`config.mk`:
```
export PLATFORM = sky130hd
export DESIGN_NAME = tick_timebase
export DESIGN_NICKNAME = d
export VERILOG_FILES = /design/src/rtl/tbase_pkg.sv /design/src/rtl/tb_prescaler.sv /design/src/rtl/tb_main_counter.sv /design/src/rtl/tb_snapshot.sv /design/src/rtl/tick_timebase.sv
export SDC_FILE = /design/constraint.sdc
export NUM_CORES = 1
export LEC_CHECK = 0
export BUFFER_PORTS_ARGS = -buffer_cell sky130_fd_sc_hd__buf_2
export CORE_ASPECT_RATIO = 1.1
export CORE_MARGIN = 2
export CORE_UTILIZATION = 46
export CTS_CLUSTER_DIAMETER = 40
export DETAILED_ROUTE_END_ITERATION = 10
export GPL_TIMING_DRIVEN = 0
export PLACE_DENSITY = 0.72
export SLEW_MARGIN = 20
export SYNTH_ARGS = -nofsm -noshare
export SYNTH_HDL_FRONTEND = slang
export SYNTH_HIERARCHICAL = 1
export SYNTH_SLANG_ARGS = --single-unit
```
`constraint.sdc`:
```
create_clock -name clk -period 2.2 [get_ports clk]
set_input_delay 0.33 -clock clk [delete_from_list [all_inputs] [get_ports clk]]
set_output_delay 0.33 -clock clk [all_outputs]
set_load 0.01 [all_outputs]
```
`src/rtl/tbase_pkg.sv`:
```
package tbase_pkg;
  localparam int unsigned DEF_PRE_W = 16;
  localparam int unsigned DEF_FRC_W = 32;
  localparam int unsigned DEF_N_SRC = 6;
endpackage

```
`src/rtl/tb_prescaler.sv`:
```
module tb_prescaler #(
  parameter int unsigned PRE_W = 16
) (
  input  logic             clk,
  input  logic             rst,
  input  logic             run,
  input  logic [PRE_W-1:0] cmp_val,
  input  logic             ld,
  input  logic [PRE_W-1:0] ld_val,
  output logic [PRE_W-1:0] cnt_q,
  output logic             tick
);
  assign tick = run && (cnt_q == cmp_val);

  always_ff @(posedge clk) begin
    if (rst)               cnt_q <= '0;
    else if (!run) begin
      if (ld)              cnt_q <= ld_val;
    end
    else if (tick)         cnt_q <= '0;
    else                   cnt_q <= cnt_q + 1'b1;
  end

  a_r2_step: assert property (@(posedge clk) disable iff (rst)
    (run && cnt_q != cmp_val) |=> cnt_q == $past(cnt_q) + 1'b1);
  a_r3_wrap: assert property (@(posedge clk) disable iff (rst)
    (run && cnt_q == cmp_val) |=> cnt_q == '0);
  a_r5_hold: assert property (@(posedge clk) disable iff (rst)
    (!run && !ld) |=> $stable(cnt_q));
endmodule

```
`src/rtl/tb_main_counter.sv`:
```
module tb_main_counter #(
  parameter int unsigned FRC_W = 32
) (
  input  logic             clk,
  input  logic             rst,
  input  logic             run,
  input  logic             tick,
  input  logic             ld,
  input  logic [FRC_W-1:0] ld_val,
  output logic [FRC_W-1:0] cnt_q
);
  always_ff @(posedge clk) begin
    if (rst)               cnt_q <= '0;
    else if (!run) begin
      if (ld)              cnt_q <= ld_val;
    end
    else if (tick)         cnt_q <= cnt_q + 1'b1;
  end

  a_r3_advance: assert property (@(posedge clk) disable iff (rst)
    tick |=> cnt_q == $past(cnt_q) + 1'b1);
  a_r7_no_load_running: assert property (@(posedge clk) disable iff (rst)
    (run && !tick) |=> $stable(cnt_q));
endmodule

```
`src/rtl/tb_snapshot.sv`:
```
module tb_snapshot #(
  parameter int unsigned PRE_W = 16,
  parameter int unsigned FRC_W = 32,
  parameter int unsigned N_SRC = 6,
  parameter int unsigned SEL_W = 3
) (
  input  logic             clk,
  input  logic             rst,
  input  logic [SEL_W-1:0] src_sel,
  input  logic [N_SRC-1:0] evt_in,
  input  logic [PRE_W-1:0] pre_in,
  input  logic [FRC_W-1:0] frc_in,
  output logic [PRE_W-1:0] cap_pre_q,
  output logic [FRC_W-1:0] cap_frc_q
);
  logic [N_SRC-1:0] evt_d;
  logic [N_SRC-1:0] rise;
  logic             fire;

  for (genvar i = 0; i < N_SRC; i++) begin : g_edge
    assign rise[i] = evt_in[i] & ~evt_d[i];
  end

  always_comb begin
    fire = 1'b0;
    for (int k = 0; k < N_SRC; k++)
      if (int'(src_sel) == k) fire = rise[k];
  end

  always_ff @(posedge clk) begin
    if (rst) begin
      evt_d     <= '0;
      cap_pre_q <= '0;
      cap_frc_q <= '0;
    end else begin
      evt_d <= evt_in;
      if (fire) begin
        cap_pre_q <= pre_in;
        cap_frc_q <= frc_in;
      end
    end
  end

  a_r9_snap: assert property (@(posedge clk) disable iff (rst)
    fire |=> (cap_pre_q == $past(pre_in)) && (cap_frc_q == $past(frc_in)));
  a_r10_quiet: assert property (@(posedge clk) disable iff (rst)
    !fire |=> $stable(cap_pre_q) && $stable(cap_frc_q));
  a_r10_bad_sel: assert property (@(posedge clk) disable iff (rst)
    (int'(src_sel) >= N_SRC) |-> !fire);
endmodule

```
`src/rtl/tick_timebase.sv`:
```
module tick_timebase #(
  parameter int unsigned PRE_W = tbase_pkg::DEF_PRE_W,
  parameter int unsigned FRC_W = tbase_pkg::DEF_FRC_W,
  parameter int unsigned N_SRC = tbase_pkg::DEF_N_SRC,
  localparam int unsigned SEL_W = $clog2(N_SRC + 2)
) (
  input  logic             clk,
  input  logic             rst,
  input  logic             run,
  input  logic [PRE_W-1:0] cmp_val,
  input  logic             ld_pre,
  input  logic             ld_frc,
  input  logic [FRC_W-1:0] wr_data,
  input  logic [SEL_W-1:0] src_sel,
  input  logic [N_SRC-1:0] evt_in,
  output logic [PRE_W-1:0] pre_q,
  output logic [FRC_W-1:0] frc_q,
  output logic [PRE_W-1:0] cap_pre_q,
  output logic [FRC_W-1:0] cap_frc_q
);
  logic tick;

  tb_prescaler #(.PRE_W(PRE_W)) u_pre (
    .clk(clk), .rst(rst), .run(run), .cmp_val(cmp_val),
    .ld(ld_pre), .ld_val(wr_data[PRE_W-1:0]), .cnt_q(pre_q), .tick(tick)
  );

  tb_main_counter #(.FRC_W(FRC_W)) u_frc (
    .clk(clk), .rst(rst), .run(run), .tick(tick),
    .ld(ld_frc), .ld_val(wr_data), .cnt_q(frc_q)
  );

  tb_snapshot #(.PRE_W(PRE_W), .FRC_W(FRC_W), .N_SRC(N_SRC), .SEL_W(SEL_W)) u_snap (
    .clk(clk), .rst(rst), .src_sel(src_sel), .evt_in(evt_in),
    .pre_in(pre_q), .frc_in(frc_q), .cap_pre_q(cap_pre_q), .cap_frc_q(cap_frc_q)
  );

  a_r1_reset: assert property (@(posedge clk)
    rst |=> (pre_q == '0) && (frc_q == '0) && (cap_pre_q == '0) && (cap_frc_q == '0));
endmodule

```
Word-level counts from Yosys, hierarchy flattened
Index checks and enable logic that the tools add are counted.
- register bits: 102
- bits in latches: 0
- RAM bits: 0
- bits in read-only memories: 0
- output and inout bits: 96
- logic and storage cells: 43
- memories kept: 0
- add/sub/neg operators: 2
- multiply operators: 0
- div/mod/pow operators: 0
- $lt $le $gt $ge: 0
- equality and inequality tests: 7
- shift operators: 0
- mux-type cells: 12
- bitwise logic cells: 12
- reductions and logical operators: 5
- operators with widths (kind ; number):
    two-way mux 32 bit ; 3
    two-way mux 16 bit ; 3
    adder 32 x 1 -> 32 bit, second input constant ; 1
    adder 16 x 1 -> 16 bit, second input constant ; 1
    == test 16 bit ; 1
    == test 3 bit, second input constant ; 4
    bitwise AND 1 bit ; 6
    two-way mux 1 bit ; 6
    inverter 1 bit ; 6
    nonzero test 2 bit ; 2
    == test 3 x 2 -> 1 bit, second input constant ; 1
    zero test 3 bit ; 1
    inequality test 2 x 1 -> 1 bit, second input constant ; 1
    AND reduction 2 bit ; 1
    logical AND 1 bit ; 1

Longest topological paths before layout
Gate-level depths: netlist of the first run.
- depth in word-level cells: 8
- depth in mapped cells: 11

Hierarchy
The synthesis of the first run kept the hierarchy.
- modules (own cells, without submodules) (module ; times used ; cells each ; area an instance (µm²) ; seq. area each (µm²)):
    tb_main_counter ; 1 ; 269 ; 2113.3 ; 640.6
    tb_snapshot ; 1 ; 132 ; 1720.4 ; 1081.0
    tb_prescaler ; 1 ; 127 ; 1129.8 ; 320.3

Least setup slack after synthesis of the first run
Ideal clock, no wire load.
- path type: reg-to-reg
- from: reg u_pre.cnt_q[9]
- to: reg u_frc.cnt_q[24]
- setup time: 121 ps
- data arrival time: 2256 ps
- slack: -177 ps
- cell stages (with the launch flop): 11
- path buffers: 3
- period minus slack after synthesis: 2377 ps
- cells stage by stage: dfxtp_1 > buf_2 > xor2_1 > nor4_1 > nand4_1 > nor2_1 > and2_1 > clkbuf_1 > clkbuf_1 > a211oi_1 > mux2_2
- longest elaborated chain between the ends: 4
- ends and longest elaborated chain (element ; line ; RTL):
    start: declaration ; tb_prescaler.sv:10 ; output logic [PRE_W-1:0] cnt_q,
    start signal: assignment ; tb_prescaler.sv:18 ; if (ld) cnt_q <= ld_val;
    start signal: assignment ; tb_prescaler.sv:21 ; else cnt_q <= cnt_q + 1'b1;
    == test 16 bit ; tb_prescaler.sv:13 ; assign tick = run && (cnt_q == cmp_val);
    logical AND 1 bit ; tb_prescaler.sv:13 ;
    named net tick ; tick_timebase.sv:21 ; logic tick;
    inequality test 2 x 1 -> 1 bit (no line) ; -- ;
    AND reduction 2 bit (no line) ; -- ;
    end signal: assignment ; tb_main_counter.sv:15 ; if (ld) cnt_q <= ld_val;
    end signal: assignment ; tb_main_counter.sv:17 ; else if (tick) cnt_q <= cnt_q + 1'b1;
    end: declaration ; tb_main_counter.sv:10 ; output logic [FRC_W-1:0] cnt_q
The timed path passes the listed nets, and every way through them passes these cells.
A chain may end at the register's enable or synchronous reset.

Worst setup path after layout of the first run
- from: reg u_pre.cnt_q[15]
- to: reg u_frc.cnt_q[22]
Same word-level chain as after synthesis.

==> results of run 1 <==
-- logic make-up (layout without fill, tap and decap cells) --
group,count (synthesis),after routing,synth area share [%]
and+or+nand+nor,174,174,19.89
AOI/OAI and AO/OA,158,158,24.25
DFF,102,102,41.14
buffers and inverters,42,233,4.437
xor gates and xnor gates,30,30,5.294
muxes,20,20,4.487
adders and majority gates,2,2,0.5041
-- flip-flops by register name, summed over array words and instances (netlist names) --
signal,flops
u_snap/cap_pre_q,16
u_pre/cnt_q,16
u_snap/evt_d,6
u_frc/cnt_q,32
u_snap/cap_frc_q,32
-- stage by stage --
step           utilization (%)  std cells  total power [mW]  hold slack, ps
2_1_floorplan                -        528             2.362           401.6
3_3_place_gp             57.01        827             2.595           449.8
3_5_place_dp             57.01        827             2.608           452.1
4_1_cts                  61.39        850             4.206           202.2
5_1_grt                  64.28        862             4.364           216.0
6_report                 64.28        862             4.211           206.8
-- per-layer routing --
layer / global-route usage, % / routed length, um / up-vias / part of all wire [%]
met2: 45.19 / 8197 / 292 / 49
li1: - / - / 2405 / -
met4: 10.09 / 392 / 0 / 2.4
met5: 0 / 0 / - / 0
met1: 36.02 / 6793 / 2511 / 41
met3: 5.868 / 1285 / 42 / 7.7
-- layout make-up --
type,count,area [um^2]
plain buffers,29,192.7
clock buffers,10,229.0
clock inverters,5,61.31
fillers,909,3730
inverters,9,33.78
multi-input cells,384,2928
flip-flops and latches,102,2079
well taps,143,178.9
repair buffers,180,1010
-- how the worst min path moves through the flow --
| stage | endpoint | slack (ps) | cells after the start |
|---|---|---|---|
| 2_1_floorplan | u_snap/evt_d[0] | 400 | 1 |
| 3_3_place_gp | u_snap/cap_frc_q[20] | 450 | 1 |
| 3_5_place_dp | u_snap/cap_pre_q[10] | 450 | 1 |
| 4_1_cts | u_snap/evt_d[2] | 200 | 2 |
| 5_1_grt | u_snap/evt_d[3] | 220 | 2 |
| 6_report | u_snap/evt_d[3] | 210 | 2 |
-- power breakdown --
group          leakage, nW  internal [mW]  switching [mW]
combinational         1.96          0.264           0.326
sequential           0.839           1.92           0.110
clock                0.131          0.878           0.713
total                 2.93           3.06            1.15
-- layout by cell type (no fill, tap or decap), types with 7 or more instances in the layout --
cell / netlist / layout
clkbuf_1: 14 / 12
nand3_1: 16 / 15
dfxtp_1: 102 / 88
buf_2: 11 / 163
nor4_2: 2 / 7
nand4_1: 15 / 15
a22o_1: 48 / 48
nand2_1: 32 / 30
o32ai_1: 10 / 8
a21oi_1: 16 / 16
o21ai_0: 27 / 27
clkbuf_16: 0 / 10
nor2b_1: 11 / 11
buf_4: 1 / 18
a211oi_1: 14 / 8
dfxtp_4: 0 / 8
inv_1: 7 / 7
xor2_1: 25 / 23
buf_6: 6 / 13
nor2_1: 31 / 28
nor3_1: 24 / 20
mux2i_1: 11 / 10
-- timing repair --
action                                  in CTS  in global routing
endpoints found under the setup margin      32                 32
endpoints found under the hold margin        0                  0
setup buffers                                9                 14
gates cloned                                 0                  1
gates resized for setup                     34                 43
pin swaps                                    9                 28
==> impl_results.md, run 1 <==
* Fin nets at 779
* Placed cell areas at 5953 um^2
* Final WL at 16.67 mm
* Final WS setup at -47.45 ps
* Crit path required time at 2450 ps
* Hold Crit Start: evt_in[3]
* Root buffer cell: clkbuf_16
* CP max FO at 6
* Skew final at 7.904 ps
* Critical Path End Type: flop
* GRT overflow at 0
* Startpoint Class: flop
* Minimum clock period at 2247 ps
* Die W at 103.0 um
* RR Startpoint: u_pre/cnt_q[15]
* Commonest cells post-synth: dfxtp_1 (102), a22o_1 (48), nand2_1 (32), nor2_1 (31), o21ai_0 (27)
* Synth warnings at 6
* Slowest library cell on the worst path: dfxtp_4
* Placer congestion estimate at 0.9403
* Total track usage at 27.74%
* Count leader, synth: dfxtp_1
* DR vias/cell at 6.090
* CP peak stage delay at 360 ps
* CTS clk-pin slew, worst paths at 70 ps
* Core area at 10440 um^2
* Crit path cell chain: xor2_2 -> nor4_2 -> nand4_1 -> nor2_4 -> buf_12 -> mux2i_4 -> buf_6 -> buf_6 -> a22oi_2 -> o41ai_2 -> o21a_1
* Register area share after synthesis at 41.14%
* Final setup fails at 6
* Post-synthesis instance total at 528
* CP Buf/Inv Count at 3
* Fraction of layout instances using a drive strength above 1 at 39.78%
* Worst setup startpoint: u_pre/cnt_q[15]
* VDD IR-drop max at 0.3960 mV
* Status: finished, violations left
* I/O pins at 158
* RSZ-0062 raised after global routing: yes
* Synth unique cells at 65
* HPWL Detailed at 11.65 mm
* # DRC at 0
* CTS tree: built
* Syn-to-layout area delta at 35.24%
* Ant diodes at 0
* Final period util at 102.2%
* Sink Count at 102
* Post-Syn Area at 4964 um^2
* Vias in the first global route at 4931
* Worst Hold Class: primary input to flop
* Cell taking the most area after synthesis: dfxtp_1
* Design area at 6713 um^2
* DRT iter0 DRCs at 323
* R2R Setup Slk at -50 ps
* Post-synth EDFFs at 0
* Critical path's top delay family: simple AND/OR/NAND/NOR gates
* Slew Viols, Final at 0
* Routed Antenna Nets at 0
* Largest net degree at the start of global routing at 17
* I/O Buffers at 156
* Pre-CTS WS at -520.7 ps
* Die ar. at 11640 um^2
* Most common flop cell mapped by yosys: dfxtp_1
* Total number of vias at 5250
* Max Cap Viol at 0
* Critical Path Sink: u_frc/cnt_q[22]
* Die height at 112.9 um
* First-pass GRT wire length at 25.32 mm
* Ys async rst share at 0%
* Yosys reg bits at 102
* Worst slew pin tran at 674.0 ps
* Synth top area share at 41.14%
* Levels on crit path at 11
* Crit path top cell by count: buf_6
* Initial antenna violation count at 0
* Max Fclk at 0.4449 GHz
* Syn Area/Cell at 9.401 um^2
* Power density over cell area at 627.3 nW/um^2
* Normalized max-slew margin at 55.07%
* Rows at 39
* First-pass detailed-route iteration total at 5
* CTS max path bufs at 2
* Kind of critical path: flop to flop
* Sum Neg Setup Slack at -158.2 ps
* CP Data Arrival Time at 2490 ps
* Violations in the final reports: negative setup slack
* H-tree depth at 3
* Count of hold-fix buffers inserted at cts at 0
* Wirelength per Cell at 19.34 um
* Synth top area cells: dfxtp_1 (41%), a22o_1 (8.5%), xor2_1 (4.4%)
* Latest clock arrival within the worst-skew pair at 350 ps
* Final hold violations at 0
* FF-to-FF End: u_frc/cnt_q[22]
* LEAKAGE at 2.928 nW
* Initial Util at 47.53%
* CTS Buf Count at 9
* Depth of the most critical reg-to-reg path at 11
* Synth Net Count at 592
No activity file was read; power rests on OpenSTA's default activity.
==> inputs of run 2 (changes only) <==
CORE_ASPECT_RATIO = default   (was 1.1)
==> run 2 against run 1 <==
The run still ends with negative setup slack left. Sequential share of layout area increased by 0.40 points. Register-to-register slack got worse by 90 ps. Design area decreased by 1.3%. Setup slack got worse by 93 ps. Global-route usage increased by 0.90 points. Critical endpoint is now u_frc/cnt_q[29].
==> impl_results.md, run 2 (synthesis gave the netlist of run 1 again) <==
* Root buffer cell: clkbuf_8
* Die height at 107.9 um (-4.5%)
* Final period util at 106.4% (+4.2 points)
* Latest clock arrival within the worst-skew pair at 380 ps (+30 ps)
* Placer congestion estimate at 0.8803 (-6.4%)
* Routed Antenna Nets at 0 (unchanged)
* Normalized max-slew margin at 53.96% (-1.1 points)
* H-tree depth at 3 (unchanged)
* DR vias/cell at 6.064 (-0.44%)
* Fraction of layout instances using a drive strength above 1 at 39.61% (-0.16 points)
* Non-Filler Instances at 863 (+0.12%)
* Met2 Usage GRT at 46.63% (+1.4 points)
* Core area at 10420 um^2 (-0.25%)
* Count of hold-fix buffers inserted at cts at 0 (unchanged)
* Status: finished, violations left
* Sink Count at 102 (unchanged)
* I/O pins at 158 (unchanged)
* Rows at 37 (-5.1%)
* Die ar. at 11640 um^2 (about the same)
* Largest net degree at the start of global routing at 18 (+1)
* Most common cell after layout, fill and taps aside: buf_2
* Initial antenna violation count at 0 (unchanged)
* Crit path required time at 2460 ps (about the same)
* I/O Buffers at 156 (unchanged)
* Fin nets at 786 (+0.90%)
* Max Fclk at 0.4272 GHz (-4.0%)
* # DRC at 0 (unchanged)
* Total number of vias at 5233 (-0.32%)
* Worst Hold Class: primary input to flop
* CTS tree: built
* Final hold violations at 0 (unchanged)
* Final setup fails at 27 (+21)
* Total track usage at 28.64% (+0.90 points)
* RSZ-0062 raised after global routing: yes
* Largest regs: u_frc/cnt_q (32), u_snap/cap_frc_q (32)
* Violations in the final reports: negative setup slack
* CTS clk-pin slew, worst paths at 100 ps (+30 ps)
* First-pass GRT wire length at 25.94 mm (+2.5%)
* Met3 usage at 6.053% (+0.19 points)
* Max Cap Viol at 0 (unchanged)
* HPWL Detailed at 11.74 mm (+0.82%)
* CTS max path bufs at 2 (unchanged)
* Placed cells at 820 (-0.85%)
* Critical Path End Type: flop
* Die W at 107.9 um (+4.7%)
* Final WS setup at -140.8 ps (-93.36 ps)
* Skew final at 9.184 ps (+1.280 ps)
* Most frequent cells in the layout: buf_2 (163), dfxtp_1 (89), a22o_1 (48)
* Most used routing layer: met2
* Worst slew pin tran at 690.6 ps (+16.61 ps)
* Ant diodes at 0 (unchanged)
* GRT overflow at 0 (unchanged)
* Slew Viols, Final at 0 (unchanged)
* VDD IR-drop max at 0.3972 mV (+0.31%)
* Final WL at 16.98 mm (+1.9%)
* Kind of critical path: flop to flop
* CTS Buf Count at 9 (unchanged)
* Syn-to-layout area delta at 33.45%
* DRT iter0 DRCs at 466 (+44%)
* Vias in the first global route at 5081 (+3.0%)
* Wirelength per Cell at 19.67 um (+1.7%)
* Pre-CTS WS at -580.2 ps (-59.51 ps)
* LEAKAGE at 2.900 nW (-0.94%)
* Power density over cell area at 570.7 nW/um^2 (-9.0%)
* CP max FO at 7 (+1)
* Minimum clock period at 2341 ps (+93.36 ps)
* GR Layer Usage met1 at 37.29% (+1.3 points)
* First-pass detailed-route iteration total at 5 (unchanged)
* CP Data Arrival Time at 2600 ps (+110 ps)
* Startpoint Class: flop
* Initial Util at 47.65% (+0.12 points)
## run 2: changes by cell type in the layout (fill, tap and decap cells not counted), moves of 2 or more
cell / before / now
a211oi_2: 6 / 4
clkbuf_8: 0 / 11
nor3_1: 20 / 22
buf_4: 18 / 26
clkbuf_16: 10 / 1
nor3_2: 3 / 1
buf_6: 13 / 11
nor4_1: 1 / 3
## run 2: final cells by class
class                      count  area (um^2)
fill                         922         3792
multi-input combinational    384         2904
sequential                   102         2078
timing repair buffer         187         1039
buffer                        29        215.2
tap                          136        170.2
clock buffer                  11        141.4
clock inverter                 5        42.54
inverter                       9        33.78
## run 2: routing by layer
metal  share of wire [%]  routed length (um)
met4                 2.0                 332
met2                  48                8100
met1                  43                7236
met5                   0                   0
met3                 7.7                1309
## run 2: path summary, 6_finish.rpt
path	from	to	slack [ps]	cells past startpoint
max	u_pre/cnt_q[0]	u_frc/cnt_q[29]	-140	9
min	evt_in[2]	u_snap/evt_d[2]	180	2
max reg2reg	u_pre/cnt_q[0]	u_frc/cnt_q[29]	-140	9
min reg2reg	u_snap/cap_frc_q[22]	u_snap/cap_frc_q[22]	480	1
## run 2: critical path, cell delays in order, from the launching register on
cell and delay [ps]:
dfxtp_4 380, xor2_1 170, nor4_2 330, nand4_1 200
nor2_4 240, buf_6 140, mux2i_4 100, a22oi_2 150
nor2_1 50, or4_1 460
## run 2: metrics by stage
stage	area [um^2]	total power, mW	hold WS (ps)	util, %	setup TNS [ps]
after global placement	5944	2.596	450.6	57.07	-9549
final	6624	3.780	175.8	63.59	-2003
after global routing	6624	3.950	162.4	63.59	-5557
after floorplan	4994	2.362	401.6	-	0
after detailed placement	5944	2.610	453.8	57.07	-10760
after CTS	6480	3.760	168.0	62.21	-1079
## run 2: power breakdown
group | total, mW | switching [mW] | internal, mW
combinational | 0.608 | 0.335 | 0.273
clock | 1.15 | 0.693 | 0.453
sequential | 2.03 | 0.107 | 1.92
## run 2: what timing repair did
item	in CTS	in global routing
setup buffers	23	7
hold endpoints to repair	0	0
endpoints found under the setup margin	32	33
resized for setup	50	25
cloned	1	0
pin swaps	16	16
==> inputs of run 3 (changes only) <==
CORE_UTILIZATION = 51   (was 46)
PLACE_DENSITY = 0.76   (was 0.72)
clock period = 2.5 ns   (was 2.2 ns; I/O delays follow)
==> run 3 against run 2 <==
The flow now finishes without violations. Clock skew increased by 1.2 ps. Fmax decreased by 1.8%. Critical path depth decreased by 1. Flip-flop and latch count unchanged. Via count decreased by 1.7%. Die area decreased by 9.5%. Core utilization increased by 1.9 points. Count of clock-buffer cells in the layout decreased by 1. Routed wire length decreased by 7.8%. Sequential power decreased by 12%. Power decreased by 10%. Hold slack improved by 50 ps.
==> impl_results.md, run 3 (synthesis gave the netlist of run 1 again) <==
* Vias in the first global route at 4864 (-4.3%)
* Placer congestion estimate at 0.9561 (+8.6%)
* GRT overflow at 0 (unchanged)
* Die W at 102.7 um (-4.8%)
* LEAKAGE at 2.773 nW (-4.4%)
* Design area at 6285 um^2 (-5.1%)
* Sink Count at 102 (unchanged)
* Die height at 102.7 um (-4.8%)
* Largest regs: u_frc/cnt_q (32), u_snap/cap_frc_q (32)
* Total power at 3.404 mW (-10%)
* Core area at 9594 um^2 (-7.9%)
* Final WS setup at 116.0 ps (+256.8 ps)
* H-tree depth at 3 (unchanged)
* Final Core Density at 65.51% (+1.9 points)
* Slowest library cell on the worst path: or4_1
* Kind of critical path: flop to flop
* Worst Hold Depth at 2 (unchanged)
* VDD IR-drop max at 0.3640 mV (-8.4%)
* Crit path required time at 2750 ps (+290 ps)
* Most frequent cells in the layout: buf_2 (164), dfxtp_1 (93), a22o_1 (48)
* HPWL Detailed at 11.32 mm (-3.6%)
* Power density over cell area at 541.6 nW/um^2 (-5.1%)
* Slew Viols, Final at 0 (unchanged)
* Skew final at 10.41 ps (+1.226 ps)
* Fin nets at 766 (-2.5%)
* First-pass detailed-route iteration total at 7 (+2)
* Final setup fails at 0 (-100%)
* I/O Buffers at 156 (unchanged)
* Latest clock arrival within the worst-skew pair at 370 ps (about the same)
* Root buffer cell: clkbuf_8
* Die ar. at 10540 um^2 (-9.5%)
* Status: completed
* Worst slew pin tran at 683.8 ps (-6.780 ps)
* Routed Antenna Nets at 0 (unchanged)
* Wirelength per Cell at 18.63 um (-5.3%)
* Final period util at 95.36% (-11 points)
* CP max FO at 7 (unchanged)
* Crit path cell chain: xor2_1 -> nor4_2 -> nand4_1 -> nor2_4 -> mux2i_4 -> a22oi_2 -> nor2_1 -> or4_1
* Depth of the most critical reg-to-reg path at 8 (-1)
* Levels on crit path at 8 (-1)
* CTS Buf Count at 9 (unchanged)
* Pre-CTS WS at -649.1 ps (-68.90 ps)
* WHS at 225.8 ps (+49.94 ps)
* I/O pins at 158 (unchanged)
* Max Cap Viol at 0 (unchanged)
* Rows at 36 (-2.7%)
* Largest net degree at the start of global routing at 19 (+1)
* Critical path's top delay family: simple AND/OR/NAND/NOR gates
* CTS tree: built
* Max Fclk at 0.4195 GHz (-1.8%)
* Final hold violations at 0 (unchanged)
* CP Data Arrival Time at 2640 ps (+40 ps)
* # DRC at 0 (unchanged)
* Placed cell areas at 5911 um^2 (-0.57%)
* Normalized max-slew margin at 54.41% (+0.45 points)
* Total number of vias at 5145 (-1.7%)
* Initial Util at 51.73% (+4.1 points)
* Ant diodes at 0 (unchanged)
* CTS clk-pin slew, worst paths at 110 ps (about the same)
* Initial antenna violation count at 0 (unchanged)
* DR vias/cell at 6.125 (+1.0%)
* Critical Path End Type: flop
* CP peak stage delay at 520 ps (+60 ps)
* Syn-to-layout area delta at 26.62%
* Final WL at 15.65 mm (-7.8%)
* DRT iter0 DRCs at 359 (-23%)
* Startpoint Class: flop
* Worst Hold Class: primary input to flop
* CP Buf/Inv Count at 0 (-1)
* Fraction of layout instances using a drive strength above 1 at 34.79% (-4.8 points)
* Most common cell after layout, fill and taps aside: buf_2
* Total track usage at 29.46% (+0.83 points)
* CTS max path bufs at 2 (unchanged)
* First-pass GRT wire length at 24.18 mm (-6.8%)
* Minimum clock period at 2384 ps (+43.21 ps)
## run 3: cell count changes in the layout (fill, tap and decap cells not counted), moves of 3 or more
cell        change
a22oi_1         +3
clkinvlp_4      -3
dfxtp_1         +4
a211oi_2        -4
xor2_2          -3
dfxtp_4         -7
dfxtp_2         +3
xor2_1          +3
buf_4          -12
a22oi_2         -3
a211oi_1        +5
buf_6           -5
## run 3: metal layers
| metal | GRT usage [%] | vias up | share of wire (%) |
|---|---|---|---|
| li1 | - | 2380 | - |
| met3 | 4.339 | 36 | 8.3 |
| met2 | 48.87 | 307 | 48 |
| met1 | 39.12 | 2422 | 42 |
| met4 | 10.67 | 0 | 2.4 |
| met5 | 0 | - | 0 |
## run 3: worst paths after layout
| path | from | endpoint | slack, ps |
|---|---|---|---|
| worst max-delay path | u_pre/cnt_q[6] | u_frc/cnt_q[29] | 120 |
| worst min-delay path | evt_in[2] | u_snap/evt_d[2] | 230 |
| worst max register to register | u_pre/cnt_q[6] | u_frc/cnt_q[29] | 120 |
| worst min register to register | u_snap/cap_frc_q[25] | u_snap/cap_frc_q[25] | 480 |
## run 3: cell type report
cell class / instances / area (um^2)
Buffer: 30 / 182.7
Clock buffer: 10 / 137.6
Clock inverter: 6 / 76.32
Fill cell: 806 / 3309
Inverter: 9 / 33.78
Multi-Input combinational cell: 384 / 2776
Sequential cell: 102 / 2056
Tap cell: 133 / 166.4
Timing Repair Buffer: 166 / 855.8
## run 3: power by group
| part | internal [mW] | total [mW] | switching, mW |
|---|---|---|---|
| registers | 1.69 | 1.79 | 0.0967 |
| clock network | 0.507 | 1.13 | 0.620 |
| logic | 0.217 | 0.488 | 0.271 |
## run 3: stage by stage
stage	TNS [ps]	cells
final	0	840
after global routing	-4.250	840
after CTS	0	837
after detailed placement	-12680	817
after global placement	-12230	817
after floorplan	0	528
## run 3: what timing repair did
action	CTS	global route
hold buffers	0	0
resized for setup	14	21
gates cloned	0	0
buffers inserted	5	5
pin swaps	2	7
endpoints found under the setup margin	31	29
